`config.mk`:
```
export PLATFORM = sky130hd
export DESIGN_NAME = nand_cm_engine
export DESIGN_NICKNAME = d
export VERILOG_FILES = /design/src/rtl/nand_cm_pkg.sv /design/src/rtl/nand_cm_timing_regs.sv /design/src/rtl/nand_cm_phase_fsm.sv /design/src/rtl/nand_cm_bus_drive.sv /design/src/rtl/nand_cm_engine.sv
export SDC_FILE = /design/constraint.sdc
export NUM_CORES = 1
export LEC_CHECK = 0
export BUFFER_PORTS_ARGS = -buffer_cell sky130_fd_sc_hd__buf_2
export CAP_MARGIN = 20
export CORE_ASPECT_RATIO = 1.2
export CORE_MARGIN = 1.5
export CORE_UTILIZATION = 48
export CTS_CLUSTER_DIAMETER = 60
export DETAILED_ROUTE_END_ITERATION = 10
export PLACE_DENSITY = 0.81
export SLEW_MARGIN = 25
export SYNTH_ARGS = -nofsm -noshare
export SYNTH_HDL_FRONTEND = slang
export SYNTH_HIERARCHICAL = 1
export SYNTH_SLANG_ARGS = --single-unit
```
`constraint.sdc`:
```
create_clock -name clk -period 2 [get_ports clk]
set_input_delay 0.1 -clock clk [delete_from_list [all_inputs] [get_ports clk]]
set_output_delay 0.1 -clock clk [all_outputs]
set_load 0.05 [all_outputs]
```
`src/rtl/nand_cm_pkg.sv`:
```
package nand_cm_pkg;

    typedef enum logic [2:0] {
        ST_IDLE    = 3'd0,
        ST_SETUP   = 3'd1,
        ST_STROBE  = 3'd2,
        ST_HOLD    = 3'd3,
        ST_RECOVER = 3'd4
    } phase_e;

endpackage

```
`src/rtl/nand_cm_timing_regs.sv`:
```
module nand_cm_timing_regs #(
    parameter int CNT_W = 8
) (
    input  logic             clk,
    input  logic             rst_n,
    input  logic             idle,
    input  logic             load,
    input  logic [CNT_W-1:0] set_in,
    input  logic [CNT_W-1:0] wait_in,
    input  logic [CNT_W-1:0] hold_in,
    input  logic [CNT_W-1:0] hiz_in,
    input  logic             wait_en_in,
    output logic [CNT_W-1:0] set_q,
    output logic [CNT_W-1:0] wait_q,
    output logic [CNT_W-1:0] hold_q,
    output logic [CNT_W-1:0] hiz_q,
    output logic             wait_en_q
);

    localparam logic [CNT_W-1:0] SLOWEST = {CNT_W{1'b1}};

    logic take;
    assign take = load && idle;

    always_ff @(posedge clk or negedge rst_n) begin
        if (!rst_n) begin
            set_q     <= SLOWEST;
            wait_q    <= SLOWEST;
            hold_q    <= SLOWEST;
            hiz_q     <= SLOWEST;
            wait_en_q <= 1'b0;
        end else if (take) begin
            set_q     <= set_in;
            wait_q    <= wait_in;
            hold_q    <= hold_in;
            hiz_q     <= hiz_in;
            wait_en_q <= wait_en_in;
        end
    end

    AST_CFG_FROZEN_BUSY: assert property (@(posedge clk) disable iff (!rst_n)
        !idle |=> $stable({set_q, wait_q, hold_q, hiz_q, wait_en_q}));

endmodule

```
`src/rtl/nand_cm_phase_fsm.sv`:
```
module nand_cm_phase_fsm
    import nand_cm_pkg::*;
#(
    parameter int CNT_W = 8,
    parameter int EL_W  = CNT_W + 2
) (
    input  logic             clk,
    input  logic             rst_n,
    input  logic             req,
    input  logic [CNT_W-1:0] set_q,
    input  logic [CNT_W-1:0] wait_q,
    input  logic [CNT_W-1:0] hold_q,
    input  logic             wait_en_q,
    input  logic             rb_n,
    output phase_e           state,
    output logic             accept,
    output logic             strobe_exit,
    output logic [EL_W-1:0]  elapsed
);

    localparam logic [EL_W-1:0] EL_MAX = {EL_W{1'b1}};

    phase_e           nxt;
    logic [CNT_W-1:0] cnt;
    logic [CNT_W-1:0] limit;
    logic             stall;
    logic             active;

    assign stall  = wait_en_q && !rb_n;
    assign active = (state == ST_SETUP) || (state == ST_STROBE) || (state == ST_HOLD);

    always_comb begin
        limit = '0;
        unique case (state)
            ST_SETUP:  limit = set_q;
            ST_STROBE: limit = wait_q;
            ST_HOLD:   limit = hold_q;
            default:   limit = '0;
        endcase
    end

    always_comb begin
        nxt = state;
        unique case (state)
            ST_IDLE:    if (req) nxt = ST_SETUP;
            ST_SETUP:   if (cnt == set_q) nxt = ST_STROBE;
            ST_STROBE:  if ((cnt == wait_q) && !stall) nxt = ST_HOLD;
            ST_HOLD:    if (cnt == hold_q) nxt = ST_RECOVER;
            ST_RECOVER: nxt = ST_IDLE;
            default:    nxt = ST_IDLE;
        endcase
    end

    assign accept      = (state == ST_IDLE) && req;
    assign strobe_exit = (state == ST_STROBE) && (nxt == ST_HOLD);

    always_ff @(posedge clk or negedge rst_n) begin
        if (!rst_n) begin
            state <= ST_IDLE;
        end else begin
            state <= nxt;
        end
    end

    always_ff @(posedge clk or negedge rst_n) begin
        if (!rst_n) begin
            cnt <= '0;
        end else if (nxt != state) begin
            cnt <= '0;
        end else if (cnt != limit) begin
            cnt <= cnt + 1'b1;
        end
    end

    always_ff @(posedge clk or negedge rst_n) begin
        if (!rst_n) begin
            elapsed <= '0;
        end else if (accept) begin
            elapsed <= '0;
        end else if (active && (elapsed != EL_MAX)) begin
            elapsed <= elapsed + 1'b1;
        end
    end

    AST_SETUP_BOUND: assert property (@(posedge clk) disable iff (!rst_n)
        (state == ST_SETUP) |-> (cnt <= set_q));
    AST_STROBE_FROM_SETUP: assert property (@(posedge clk) disable iff (!rst_n)
        ((state == ST_STROBE) && ($past(state) != ST_STROBE)) |-> ($past(state) == ST_SETUP));
    AST_BUSY_STRETCH: assert property (@(posedge clk) disable iff (!rst_n)
        ((state == ST_STROBE) && wait_en_q && !rb_n) |=> (state == ST_STROBE));
    AST_RECOVER_TO_IDLE: assert property (@(posedge clk) disable iff (!rst_n)
        (state == ST_RECOVER) |=> (state == ST_IDLE));

endmodule

```
`src/rtl/nand_cm_bus_drive.sv`:
```
module nand_cm_bus_drive
    import nand_cm_pkg::*;
#(
    parameter int ADDR_W  = 26,
    parameter int DATA_W  = 8,
    parameter int CNT_W   = 8,
    parameter int EL_W    = CNT_W + 2,
    parameter int CMD_BIT = 16,
    parameter int ALE_BIT = 17
) (
    input  logic              clk,
    input  logic              rst_n,
    input  phase_e            state,
    input  logic              accept,
    input  logic              strobe_exit,
    input  logic [EL_W-1:0]   elapsed,
    input  logic [CNT_W-1:0]  hiz_q,
    input  logic              req_wr,
    input  logic [ADDR_W-1:0] req_addr,
    input  logic [DATA_W-1:0] req_wdata,
    input  logic [DATA_W-1:0] dq_in,
    output logic              ce_n,
    output logic              oe_n,
    output logic              we_n,
    output logic              cle,
    output logic              ale,
    output logic [ADDR_W-1:0] addr,
    output logic [DATA_W-1:0] dq_out,
    output logic              dq_oe,
    output logic [DATA_W-1:0] rd_data,
    output logic              done
);

    logic              wr_q;
    logic [ADDR_W-1:0] addr_q;
    logic [DATA_W-1:0] wdata_q;
    logic              busy;
    logic              strobing;

    always_ff @(posedge clk or negedge rst_n) begin
        if (!rst_n) begin
            wr_q    <= 1'b0;
            addr_q  <= '0;
            wdata_q <= '0;
        end else if (accept) begin
            wr_q    <= req_wr;
            addr_q  <= req_addr;
            wdata_q <= req_wdata;
        end
    end

    always_ff @(posedge clk or negedge rst_n) begin
        if (!rst_n) begin
            rd_data <= '0;
        end else if (strobe_exit && !wr_q) begin
            rd_data <= dq_in;
        end
    end

    always_comb begin
        busy     = 1'b0;
        strobing = 1'b0;
        done     = 1'b0;
        unique case (state)
            ST_IDLE:    busy = 1'b0;
            ST_SETUP:   busy = 1'b1;
            ST_STROBE: begin
                busy     = 1'b1;
                strobing = 1'b1;
            end
            ST_HOLD:    busy = 1'b1;
            ST_RECOVER: done = 1'b1;
            default:    busy = 1'b0;
        endcase
    end

    assign ce_n   = !busy;
    assign we_n   = !(strobing && wr_q);
    assign oe_n   = !(strobing && !wr_q);
    assign cle    = busy && wr_q && addr_q[CMD_BIT];
    assign ale    = busy && wr_q && addr_q[ALE_BIT];
    assign addr   = addr_q;
    assign dq_out = wdata_q;
    assign dq_oe  = busy && wr_q && (elapsed >= EL_W'(hiz_q));

    AST_STROBES_EXCLUSIVE: assert property (@(posedge clk) disable iff (!rst_n)
        !(!oe_n && !we_n));
    AST_NO_DRIVE_ON_READ: assert property (@(posedge clk) disable iff (!rst_n)
        dq_oe |-> (oe_n && !ce_n));
    AST_LATCH_NOT_ON_READ: assert property (@(posedge clk) disable iff (!rst_n)
        (cle || ale) |-> oe_n);
    AST_DONE_SINGLE: assert property (@(posedge clk) disable iff (!rst_n)
        done |=> !done);
    AST_CE_HIGH_AT_DONE: assert property (@(posedge clk) disable iff (!rst_n)
        done |-> ce_n);
    AST_ADDR_HELD: assert property (@(posedge clk) disable iff (!rst_n)
        (!ce_n && $past(!ce_n)) |-> $stable(addr));

endmodule

```
`src/rtl/nand_cm_engine.sv`:
```
module nand_cm_engine
    import nand_cm_pkg::*;
#(
    parameter int ADDR_W  = 26,
    parameter int DATA_W  = 8,
    parameter int CNT_W   = 8,
    parameter int CMD_BIT = 16,
    parameter int ALE_BIT = 17
) (
    input  logic              clk,
    input  logic              rst_n,
    input  logic              cfg_load,
    input  logic [CNT_W-1:0]  cfg_set,
    input  logic [CNT_W-1:0]  cfg_wait,
    input  logic [CNT_W-1:0]  cfg_hold,
    input  logic [CNT_W-1:0]  cfg_hiz,
    input  logic              cfg_wait_en,
    input  logic              req,
    input  logic              req_wr,
    input  logic [ADDR_W-1:0] req_addr,
    input  logic [DATA_W-1:0] req_wdata,
    output logic [DATA_W-1:0] rd_data,
    output logic              done,
    output logic              nand_ce_n,
    output logic              nand_oe_n,
    output logic              nand_we_n,
    output logic              nand_cle,
    output logic              nand_ale,
    output logic [ADDR_W-1:0] nand_addr,
    output logic [DATA_W-1:0] nand_dq_out,
    output logic              nand_dq_oe,
    input  logic [DATA_W-1:0] nand_dq_in,
    input  logic              nand_rb_n
);

    localparam int EL_W = CNT_W + 2;

    phase_e           state;
    logic             accept;
    logic             strobe_exit;
    logic [EL_W-1:0]  elapsed;
    logic [CNT_W-1:0] set_q;
    logic [CNT_W-1:0] wait_q;
    logic [CNT_W-1:0] hold_q;
    logic [CNT_W-1:0] hiz_q;
    logic             wait_en_q;

    nand_cm_timing_regs #(.CNT_W(CNT_W)) u_regs (
        .clk        (clk),
        .rst_n      (rst_n),
        .idle       (state == ST_IDLE),
        .load       (cfg_load),
        .set_in     (cfg_set),
        .wait_in    (cfg_wait),
        .hold_in    (cfg_hold),
        .hiz_in     (cfg_hiz),
        .wait_en_in (cfg_wait_en),
        .set_q      (set_q),
        .wait_q     (wait_q),
        .hold_q     (hold_q),
        .hiz_q      (hiz_q),
        .wait_en_q  (wait_en_q)
    );

    nand_cm_phase_fsm #(.CNT_W(CNT_W), .EL_W(EL_W)) u_fsm (
        .clk         (clk),
        .rst_n       (rst_n),
        .req         (req),
        .set_q       (set_q),
        .wait_q      (wait_q),
        .hold_q      (hold_q),
        .wait_en_q   (wait_en_q),
        .rb_n        (nand_rb_n),
        .state       (state),
        .accept      (accept),
        .strobe_exit (strobe_exit),
        .elapsed     (elapsed)
    );

    nand_cm_bus_drive #(
        .ADDR_W  (ADDR_W),
        .DATA_W  (DATA_W),
        .CNT_W   (CNT_W),
        .EL_W    (EL_W),
        .CMD_BIT (CMD_BIT),
        .ALE_BIT (ALE_BIT)
    ) u_bus (
        .clk         (clk),
        .rst_n       (rst_n),
        .state       (state),
        .accept      (accept),
        .strobe_exit (strobe_exit),
        .elapsed     (elapsed),
        .hiz_q       (hiz_q),
        .req_wr      (req_wr),
        .req_addr    (req_addr),
        .req_wdata   (req_wdata),
        .dq_in       (nand_dq_in),
        .ce_n        (nand_ce_n),
        .oe_n        (nand_oe_n),
        .we_n        (nand_we_n),
        .cle         (nand_cle),
        .ale         (nand_ale),
        .addr        (nand_addr),
        .dq_out      (nand_dq_out),
        .dq_oe       (nand_dq_oe),
        .rd_data     (rd_data),
        .done        (done)
    );

endmodule

```
# [Word level (Yosys, flattened, before mapping)]
# Cells that the tools add are included.
[totals] out_inout_bits=49 latch_bits=0 ramBits=0 memories=0 inputBits=81 reg_bits=97 romBits=0
[op_classes] mux=13 n_addsub=2 n_eq_ne=11 order_cmp=1 shifts=0 reduce_logical=25 div=0 mul=0 bitwise_logic=0
[ops] cell="== test 8 bit" count=3
[ops] cell="case mux 8 bit (3 select lines)" count=1
[ops] cell="two-way mux 10 bit" count=2
[ops] cell="two-way mux 8 bit" count=2
[ops] cell="logical AND 1 bit" count=13
[ops] cell="two-way mux 3 bit" count=4
[ops] cell="case mux 3 bit (4 select lines)" count=1
[ops] cell="adder 10 x 1 -> 10 bit (second input constant)" count=1
[ops] cell=">= comparator 10 x 8 -> 1 bit" count=1
[ops] cell="inequality test 10 bit (second input constant)" count=1
[ops] cell="== test 3 x 2 -> 1 bit (second input constant)" count=3
[ops] cell="adder 8 x 1 -> 8 bit (second input constant)" count=1
[ops] cell="inequality test 8 bit" count=1
[ops] cell="logical NOT 1 bit" count=6
[ops] cell="nonzero test 2 bit" count=2
[ops] cell="== test 3 x 1 -> 1 bit (second input constant)" count=1
[ops] cell="== test 3 bit (second input constant)" count=1
[ops] cell="logical NOT 3 bit" count=1
[ops] cell="two-way mux 1 bit" count=3
[ops] cell="inequality test 3 bit" count=1
[ops] cell="OR reduction 3 bit" count=1
[ops] cell="logical OR 1 bit" count=2

# [Longest topological paths before layout]
# Gate-level depths: netlist (run 1).
[logic_depth] word_depth=9 mapped_depth=10 ltp_nobuf=7

# [Modules after synthesis]
# Netlist (run 1), hierarchy kept.
[by_module_without_submodules] module="nand_cm_bus_drive" area_per_inst_um2=2008.2 seq_area_each_um2=1076.0 cells_per_inst=130 n_inst=1
[by_module_without_submodules] module="nand_cm_phase_fsm" area_per_inst_um2=1759.2 seq_area_each_um2=525.5 cells_per_inst=213 n_inst=1
[by_module_without_submodules] module="nand_cm_timing_regs" area_per_inst_um2=1390.1 seq_area_each_um2=865.8 cells_per_inst=70 n_inst=1
[by_module_without_submodules] module="nand_cm_engine" area_per_inst_um2=10.0 seq_area_each_um2=0.0 cells_per_inst=1 n_inst=1

# [Least setup slack after synthesis (run 1)]
# No wires, ideal clock.
[synth_path] path_kind="reg2reg" start="reg u_fsm.state[1]" end="reg u_fsm.cnt[7]" stages_incl_launch_ff=9 required_time_ps=1922 slack_ps=-66 synth_period_minus_slack_ps=2066 arrival_ps=1988 n_path_buf=2 setup_time_ps=78 cell_sequence="dfrtp_1 -> buf_6 -> buf_12 -> mux2i_1 -> a2111oi_2 -> nor3_1 -> o221a_4 -> or4_1 -> a21oi_1"
[synth_via] elab_chain_len=4
[synth_lines] element="from (decl)" line_no="nand_cm_phase_fsm.sv:15" rtl="output phase_e state,"
[synth_lines] element="from (signal assigned)" line_no="nand_cm_phase_fsm.sv:61" rtl="state <= nxt;"
[synth_lines] element="== test 3 x 2 -> 1 bit (tied with other cells)" line_no="nand_cm_phase_fsm.sv:34, nand_cm_phase_fsm.sv:44"
[synth_lines] element="case mux 8 bit (3 select lines) / case mux 3 bit (4 select lines) (equally long branches)" line_no="nand_cm_phase_fsm.sv:34, nand_cm_phase_fsm.sv:44"
[synth_lines] element="inequality test 8 bit / inequality test 3 bit (equally long branches)" line_no="nand_cm_phase_fsm.sv:70, nand_cm_phase_fsm.sv:68"
[synth_lines] element="nonzero test 2 bit (no source line) / two-way mux 8 bit (equally long branches)"
[synth_lines] element="to (signal assigned)" line_no="nand_cm_phase_fsm.sv:71" rtl="cnt <= cnt + 1'b1;"
[synth_lines] element="to (decl)" line_no="nand_cm_phase_fsm.sv:24" rtl="logic [CNT_W-1:0] cnt;"
# Parallel ways exist; a longest one is shown, timed or not.
# A chain may end at the register's enable or synchronous reset.

# [Worst setup path in the final report (run 1)]
# Ends and elaborated chain as after synthesis.

==> results of run 1 <==
==> logic make-up (layout without fill, tap and decap cells) <==
family / after synthesis / count (layout) / synth area share
simple gates: 98 / 98 / 0.0988
flops: 97 / 97 / 0.477
mux: 87 / 87 / 0.229
compound gates: 51 / 51 / 0.0661
buf+inv: 41 / 300 / 0.0535
xor+xnor: 30 / 30 / 0.0508
fa+ha+maj: 10 / 10 / 0.0242
==> synthesized netlist by cell type, types with 2 or more instances <==
cell type / instances / area share
mux2i_1: 11 / 0.021
nand2b_1: 5 / 0.0061
dfstp_2: 32 / 0.16
mux2_4: 58 / 0.17
a21oi_1: 20 / 0.019
nand4_1: 12 / 0.015
nand3_1: 8 / 0.0077
clkbuf_1: 9 / 0.0065
ha_1: 10 / 0.024
nor3_1: 3 / 0.0029
dfrtp_1: 65 / 0.31
a22oi_1: 5 / 0.0073
nor2b_1: 3 / 0.0036
inv_1: 18 / 0.013
xor2_1: 5 / 0.0085
mux2_2: 18 / 0.039
buf_6: 7 / 0.015
or3_1: 8 / 0.0097
a222oi_1: 2 / 0.0039
and2_1: 5 / 0.0061
xnor2_1: 25 / 0.042
buf_12: 4 / 0.015
nor2_1: 18 / 0.013
a31oi_1: 2 / 0.0024
nor4_1: 4 / 0.0048
o21ai_0: 9 / 0.0087
nand2_1: 24 / 0.017
==> metrics by stage <==
step	TNS, ps	utilization	cell area [µm²]	setup WS [ps]
2_1_floorplan	-32.4	-	5170	-32.4
3_3_place_gp	-1620	0.589	6190	-201
3_5_place_dp	-2580	0.589	6190	-251
4_1_cts	-263	0.706	7420	-56.3
5_1_grt	-1260	0.717	7540	-173
6_report	-579	0.717	7540	-99.8
==> routing by layer <==
metal,vias up,track usage
met5,-,0
met4,0,0.152
met3,51,0.0335
met2,153,0.461
met1,2110,0.282
li1,1970,-
==> worst max-delay path by stage <==
stage	slack, ps	startpoint	to
6_report	-100	u_fsm/state[1]	u_fsm/cnt[7]
5_1_grt	-170	u_fsm/state[1]	u_fsm/cnt[7]
4_1_cts	-60	u_fsm/state[1]	u_fsm/cnt[7]
3_5_place_dp	-250	u_fsm/state[1]	u_fsm/cnt[7]
3_3_place_gp	-200	u_fsm/state[1]	u_fsm/cnt[7]
2_1_floorplan	-30	u_fsm/state[1]	u_fsm/cnt[7]
==> worst reg2reg max path, stage by stage, from the launching register on <==
cell	delay, ps
dfrtp_2	420
buf_6	140
mux2i_1	130
or3_1	330
a31oi_1	170
nor3_1	80
o221a_4	150
or4_4	490
a21oi_2	120
==> flip-flops by register name (all words and copies together) (netlist names), 3 cells and up <==
name           count
u_bus/rd_data      8
u_regs/set_q       8
u_bus/dq_out       8
u_fsm/elapsed     10
u_fsm/cnt          8
u_regs/hiz_q       8
u_fsm/state        3
u_regs/wait_q      8
u_bus/addr        26
u_regs/hold_q      8
==> power breakdown <==
part / switching [mW] / internal (mW) / total (mW)
Clock: 0.830 / 0.906 / 1.74
Combinational: 0.125 / 0.173 / 0.297
Sequential: 0.00385 / 1.97 / 1.98
Total: 0.959 / 3.05 / 4.01
==> cell type report <==
type	instances	area (µm²)
clock buffer	10	239
clock inverter	6	61.3
fill	691	2970
inverter	18	67.6
multi-input combinational	276	2600
sequential	97	2470
tap	129	161
timing repair buffer	266	1940
==> repair_timing <==
action	CTS	global route
hold buffers	76	1
pin swaps	14	11
setup endpoints to repair	21	50
buffers inserted	6	3
resized for setup	27	29
gates cloned	1	0
endpoints found under the hold margin	106	1
==> impl_metrics.yaml, run 1 <==
outcome:
  status: "complete, but fails checks"
  violations: "negative setup slack"
power:
  p_total_mw: 4.01
  p_leak_nw: 3.59
  powerDensity_nw_per_um2: 531
  ir_drop_mv: 0.419
grt:
  grt_max_degree: 45
  grt_overflow_total: 0
  grt_pass1_vias: 4536
  antenna_found_initial: 0
  grt_pass1_wl_um: 22300
  grt.total_usage: 0.252
final_layout:
  instances_no_fill: 802
  syn2layout_area_growth_pct: 46.0
  drive_gt1_frac: 0.529
  mostFrequentLayoutCells: "125 x buf_2, 77 x dlygate4sd3_1, 61 x dfrtp_1"
  antenna_cells: 0
  nets: 759
  final_common_cell: "buf_2"
drt:
  dr_wl_met2_um: 7750
  viasPerCell: 5.34
  wl_met1_um: 5480
  ant_nets: 0
  wl_met3_um: 554
  top_layer_used: "met4"
  avgRoutedWirePerCell_um: 17.9
  drcViolationCount: 0
  wirelength_um: 14400
  drt-initial-drc-count: 268
  route.vias.total: 4284
  dr.pass1.iters: 4
timing:
  timing.final.ws_setup_ps: -99.8
  maxSlewHeadroom: 0.709
  maxSlewViolCount: 0
  hold_viol_final: 0
  timing.hold.ws_ps: 98.4
  setup_viol: 8
  fin_worst_skew_ps: 8.51
  period_needed_ps: 2100
  fin_crit_sh: 1.05
  rsz0062_at_grt: "true"
  fmax_ghz: 0.476
  worst_pin_slew_ps: 437
hold_path:
  whs_path_depth: 3
  worst_hold_path.endpoint: "u_fsm/state[0]"
  hp-class: "in2reg"
  worstHoldStart: "req"
clock_tree:
  clock-sinks: 97
  cts_made_buffers: 9
  cts_buffer_depth: 2
  cts_tree: "built"
  clk_latency_ps: 350
  cts_root_buffer: "clkbuf_16"
  cts.clk_slew.worst_paths_ps: 70
  htreeDepth: 3
floorplanning:
  start_util: 0.491
  row_count: 41
  die_w_um: 97.7
  core_area_um2: 10500
  io_pins: 130
  die-area_um2: 11400
  fp.dieH_um: 117
yosys:
  synthCells: 414
  netlist_area_um2: 5170
  synth_nets: 505
  yosys_register_bits: 97
  ys_types: 51
  synthFlopType: "dfrtp_1"
  async_reset_ff_frac: 1.00
  yosys_warnings: 6
  synth_edf_count: 0
  syn_avg_cell_area_um2: 12.5
  ys_seq_area_frac: 0.477
setup_path:
  cp-start-kind: "flip-flop"
  max_stage_delay_ps: 490
  crit_buf_inv: 1
  crit_slowest_cell: "or4_4"
  r2r_start: "u_fsm/state[1]"
  r2r-end: "u_fsm/cnt[7]"
  arrival_ps: 2380
  critPathCaptureType: "flip-flop"
  path_depth: 8
  cpLargestDelayFamily: "simple AND/OR/NAND/NOR gates"
  path_cells: "buf_6 > mux2i_1 > or3_1 > a31oi_1 > nor3_1 > o221a_4 > or4_4 > a21oi_2"
  reg2reg_depth: 8
  reg2reg_slack_ps: -100
  cp_max_fo: 5
  crit_type: "reg2reg"
  cp.required_ps: 2280
placed_design:
  gp_congestion: 0.944
  placedCellCount: 700
  dp_hpwl_um: 8970
  portBuffers: 129
job:
  cap_viol_max_count: 0
(Power assumes the default switching activity.)
==> run 2: changes to the inputs <==
--- a/config.mk
+++ b/config.mk
@@ -13,6 +13,7 @@
 export CTS_CLUSTER_DIAMETER = 60
 export DETAILED_ROUTE_END_ITERATION = 10
 export PLACE_DENSITY = 0.81
+export SKIP_CTS_REPAIR_TIMING = 1
 export SLEW_MARGIN = 25
 export SYNTH_ARGS = -nofsm -noshare
 export SYNTH_HDL_FRONTEND = slang
==> run 2 against run 1 <==
The flow finishes with violations (negative hold slack, negative setup slack); flip-flop and latch count stayed put; die area stayed put; sequential power hardly changed; clock skew is 4.3 ps higher; global-route usage is 4.2 points lower; final cell count is 1.0% lower; final area is 0.95% lower; sequential share of layout area is 0.33 points higher; critical path type unchanged; critical endpoint is now u_fsm/cnt[4]; largest cell class unchanged; largest power group unchanged.
==> impl_metrics.yaml, run 2 (synthesized netlist as in run 1, its figures left out) <==
outcome:
  status: "complete, but fails checks"
  violations: "negative hold slack, negative setup slack"
timing:
  fin_worst_skew_ps: 12.8
  rsz0062_at_grt: "true"
  timing.final.ws_setup_ps: -127
  timing.hold.ws_ps: -16.0
  setup_viol: 8
  maxSlewViolCount: 0
  period_needed_ps: 2130
  hold_viol_final: 6
  fin_crit_sh: 1.06
  fmax_ghz: 0.470
  worst_pin_slew_ps: 434
  maxSlewHeadroom: 0.710
floorplanning:
  die-area_um2: 11400
  fp.dieH_um: 117
  io_pins: 130
  row_count: 41
  start_util: 0.491
  core_area_um2: 10500
  die_w_um: 97.7
grt:
  grt_pass1_wl_um: 18800
  grt_max_degree: 45
  grt_pass1_vias: 3878
  grt_overflow_total: 0
  grt.total_usage: 0.210
  antenna_found_initial: 0
clock_tree:
  cts_tree: "built"
  cts.clk_slew.worst_paths_ps: 80
  clk_latency_ps: 360
  cts_made_buffers: 9
  clock-sinks: 97
  cts_root_buffer: "clkbuf_16"
  cts_buffer_depth: 2
  htreeDepth: 3
final_layout:
  antenna_cells: 0
  drive_gt1_frac: 0.528
  largest_register_ff_count: 26
  syn2layout_area_growth_pct: 44.6
  mostFrequentLayoutCells: "125 x buf_2, 71 x dlygate4sd3_1, 60 x dfrtp_1"
  nets: 751
  fin_area_um2: 7470
  instances_no_fill: 794
  final_common_cell: "buf_2"
job:
  cap_viol_max_count: 0
placed_design:
  place_area_um2: 6190
  portBuffers: 129
  gp_congestion: 0.944
  placedCellCount: 700
  dp_hpwl_um: 8970
power:
  ir_drop_mv: 0.366
  powerDensity_nw_per_um2: 535
  p_leak_nw: 3.56
setup_path:
  cp_max_fo: 10
  crit_type: "reg2reg"
  critPathCaptureType: "flip-flop"
  arrival_ps: 2410
  cp.required_ps: 2280
  cp-start-kind: "flip-flop"
drt:
  wirelength_um: 14000
  viasPerCell: 5.26
  dr.pass1.iters: 5
  ant_nets: 0
  avgRoutedWirePerCell_um: 17.6
  route.vias.total: 4176
  drcViolationCount: 0
  drt-initial-drc-count: 230
hold_path:
  hp-class: "in2reg"
run 2: cell count changes in the layout (fill, tap and decap cells not counted), moves of 2 or more:
cell,delta
dlygate4sd3_1,-6
buf_4,-3
a22oi_1,+2
a22oi_2,-2
run 2: per-layer routing:
layer  vias up  track usage  share of wire
met4         0        0.123          0.034
met5         -            0              0
met3        33       0.0275          0.033
met1      2073        0.257           0.40
li1       1952            -              -
met2       118        0.361           0.54
run 2: worst max-delay path: stages (launching register included):
cell	delay, ps
dfrtp_2	480
buf_6	150
mux2i_2	150
o22a_1	160
nor2_1	110
a31oi_1	60
o221a_4	320
buf_6	140
or3_1	360
a21oi_2	130
run 2: stage by stage:
stage	setup slack, ps	power [mW]	util	setup TNS [ps]
floorplan	-32.4	2.05	-	-32.4
global placement	-201	2.18	0.589	-1620
detailed placement	-251	2.19	0.589	-2580
CTS	-286	3.91	0.617	-3230
global route	-229	4.13	0.711	-1670
finish	-127	4.00	0.711	-713
run 2: area by class of cell:
| type | count | area (µm²) |
|---|---|---|
| tap | 129 | 161 |
| clock inverter | 6 | 61.3 |
| multi-input combinational | 276 | 2580 |
| timing repair buffer | 258 | 1890 |
| inverter | 18 | 67.6 |
| clock buffer | 10 | 239 |
| fill | 703 | 3040 |
| sequential | 97 | 2470 |
run 2: final timing paths:
check	cells past startpoint	slack, ps	end	start
max	9	-130	u_fsm/cnt[4]	u_fsm/state[1]
min	2	-20	u_bus/dq_out[4]	req_wdata[4]
max reg2reg	9	-130	u_fsm/cnt[4]	u_fsm/state[1]
min reg2reg	1	510	u_bus/rd_data[0]	u_bus/rd_data[0]
max in group asynchronous	3	1070	u_regs/wait_q[6]	rst_n
min in group asynchronous	2	230	u_bus/addr[19]	rst_n
run 2: power breakdown:
part	internal [mW]	switching (mW)
sequential	1.97	0.00383
combinational	0.165	0.124
clock	0.907	0.830
==> run 3: changes to the inputs <==
--- a/config.mk
+++ b/config.mk
@@ -12,10 +12,9 @@
 export CORE_UTILIZATION = 48
 export CTS_CLUSTER_DIAMETER = 60
 export DETAILED_ROUTE_END_ITERATION = 10
-export PLACE_DENSITY = 0.81
+export PLACE_DENSITY = 0.82
 export SKIP_CTS_REPAIR_TIMING = 1
 export SLEW_MARGIN = 25
 export SYNTH_ARGS = -nofsm -noshare
 export SYNTH_HDL_FRONTEND = slang
-export SYNTH_HIERARCHICAL = 1
 export SYNTH_SLANG_ARGS = --single-unit
==> run 3 against run 2 <==
The flow still finishes with violations (negative hold slack, negative setup slack); register-to-register slack about the same; clock-buffer cell count decreased by 1; maximum frequency decreased by 4.5%; final area decreased by 7.1%; worst hold slack got worse by 6.4 ps; non-clock buffer count decreased by 27; clock power decreased by 7%; global-route usage increased by 2.1 points; die area decreased by 7.0%; critical path type is now reg2out; critical endpoint is now nand_dq_oe.
==> impl_metrics.yaml, run 3 <==
yosys:
  synthFlopType: "dfrtp_1"
  synthTopCellsByArea: "dfrtp_1 34%, dfstp_2 18%, mux2_2 16%, xnor2_1 4.4%, ha_1 2.6%"
  async_reset_ff_frac: 1.00
  ys_seq_area_frac: 0.515
  syn_avg_cell_area_um2: 11.7
  synth_top_area_frac: 0.339
  ys_types: 51
  netlist_area_um2: 4790
  synth_commonest_cells: "69 x mux2_2, 65 x dfrtp_1, 32 x dfstp_2"
  synth_edf_count: 0
  synth_top_area_cell: "dfrtp_1"
  synth_most_common_cell: "mux2_2"
  synthCells: 410
  yosys_register_bits: 97
  synth_nets: 501
  yosys_warnings: 0
timing:
  period_needed_ps: 2230
  maxSlewViolCount: 0
  fin_worst_skew_ps: 9.43
  maxSlewHeadroom: 0.652
  setup_viol: 9
  hold_viol_final: 11
  timing.hold.ws_ps: -22.4
  tns_ps: -728
  fin_crit_sh: 1.11
  worst_pin_slew_ps: 522
  rsz0062_at_grt: "true"
  fmax_ghz: 0.449
  timing.final.ws_setup_ps: -228
grt:
  grt_max_degree: 46
  grt_overflow_total: 0
  grt.met3_usage: 0.0501
  grt_busiest_layer: "met2"
  grt_use_met1: 0.259
  antenna_found_initial: 0
  grt_util_met2: 0.398
  grt.total_usage: 0.231
  grt_pass1_vias: 4115
  grt_pass1_wl_um: 19000
clock_tree:
  cts_made_buffers: 9
  cts_root_buffer: "clkbuf_16"
  clk_latency_ps: 350
  htreeDepth: 3
  clock-sinks: 97
  cts_tree: "built"
  cts.clk_slew.worst_paths_ps: 70
  cts_buffer_depth: 2
drt:
  route.vias.total: 4083
  drcViolationCount: 0
  dr.pass1.iters: 4
  avgRoutedWirePerCell_um: 18.1
  ant_nets: 0
  wirelength_um: 13700
  drt-initial-drc-count: 213
  viasPerCell: 5.39
setup_path:
  cp.required_ps: 1900
  cp_max_fo: 2
  cp-start-kind: "flip-flop"
  critPathCaptureType: "output pin"
  arrival_ps: 2130
  crit_type: "reg2out"
floorplanning:
  fp.dieH_um: 112
  row_count: 39
  start_util: 0.499
  core_area_um2: 9610
  die-area_um2: 10600
  die_w_um: 94.2
  io_pins: 130
power:
  powerDensity_nw_per_um2: 1670
  ir_drop_mv: 1.21
  p_total_mw: 11.6
  p_leak_nw: 3.17
final_layout:
  drive_gt1_frac: 0.516
  antenna_cells: 0
  fin_util: 0.723
  syn2layout_area_growth_pct: 44.9
  nets: 720
  mostFrequentLayoutCells: "125 x buf_2, 69 x mux2_2, 62 x dfrtp_1"
  largest_register_ff_count: 26
  final_common_cell: "buf_2"
placed_design:
  portBuffers: 129
  gp_congestion: 0.911
  dp_hpwl_um: 8720
outcome:
  violations: "negative hold slack, negative setup slack"
  status: "complete, but fails checks"
hold_path:
  hp-class: "in2reg"
job:
  cap_viol_max_count: 0
## run 3: logic make-up (layout without fill, tap and decap cells)
kind of cell / Yosys count / count (layout) / synth area share
xor+xnor: 37 / 37 / 0.0676
mux: 76 / 76 / 0.177
fa+ha+maj: 10 / 10 / 0.0261
compound gates: 53 / 53 / 0.0814
flops: 97 / 97 / 0.515
buf+inv: 41 / 265 / 0.0363
simple gates: 96 / 96 / 0.0973
## run 3: metrics by stage
| stage | instance area [µm²] | setup slack [ps] | std cells |
|---|---|---|---|
| after detailed placement | 5820 | -239 | 676 |
| after global routing | 6950 | -353 | 757 |
| after global placement | 5820 | -123 | 676 |
| final | 6950 | -228 | 757 |
| after CTS | 6100 | -409 | 692 |
| after floorplan | 4810 | 3.01 | 410 |
## run 3: final timing paths
path	to	cells past startpoint	from	slack, ps
max in group asynchronous	u_regs.hiz_q[6]	3	rst_n	1030
max reg2reg	u_fsm.cnt[7]	9	u_fsm.state[0]	-140
min	u_regs.set_q[0]	3	cfg_set[0]	-20
min reg2reg	u_bus.rd_data[3]	1	u_bus.rd_data[3]	500
max	nand_dq_oe	9	u_regs.hiz_q[0]	-230
min in group asynchronous	u_fsm.state[2]	2	rst_n	280
## run 3: worst max-delay path, stage by stage (launching register included)
cell and delay (ps):
dfstp_2 550, ha_4 190, nand2b_4 120, a21o_1 140, a21o_1 160, a21oi_2 110
nor2b_1 50, o21ai_1 170, a31oi_2 120, buf_6 170
## run 3: layer usage
metal	up-vias	part of all wire	wire length, µm
li1	1872	-	-
met1	1976	0.36	4980
met3	53	0.056	760
met2	182	0.54	7390
met4	0	0.040	542
met5	-	0	0
## run 3: final cells by class
type | instances | area (µm²)
Sequential cell | 97 | 2470
Inverter | 18 | 71.3
Timing Repair Buffer | 231 | 1640
Fill cell | 629 | 2670
Clock buffer | 9 | 225
Multi-Input combinational cell | 272 | 2330
Clock inverter | 7 | 55.1
Tap cell | 123 | 154
## run 3: power breakdown
group | switching [mW] | total (mW) | internal (mW)
Combinational | 3.63 | 6.18 | 2.55
Sequential | 0.740 | 3.82 | 3.08
Clock | 0.767 | 1.62 | 0.852
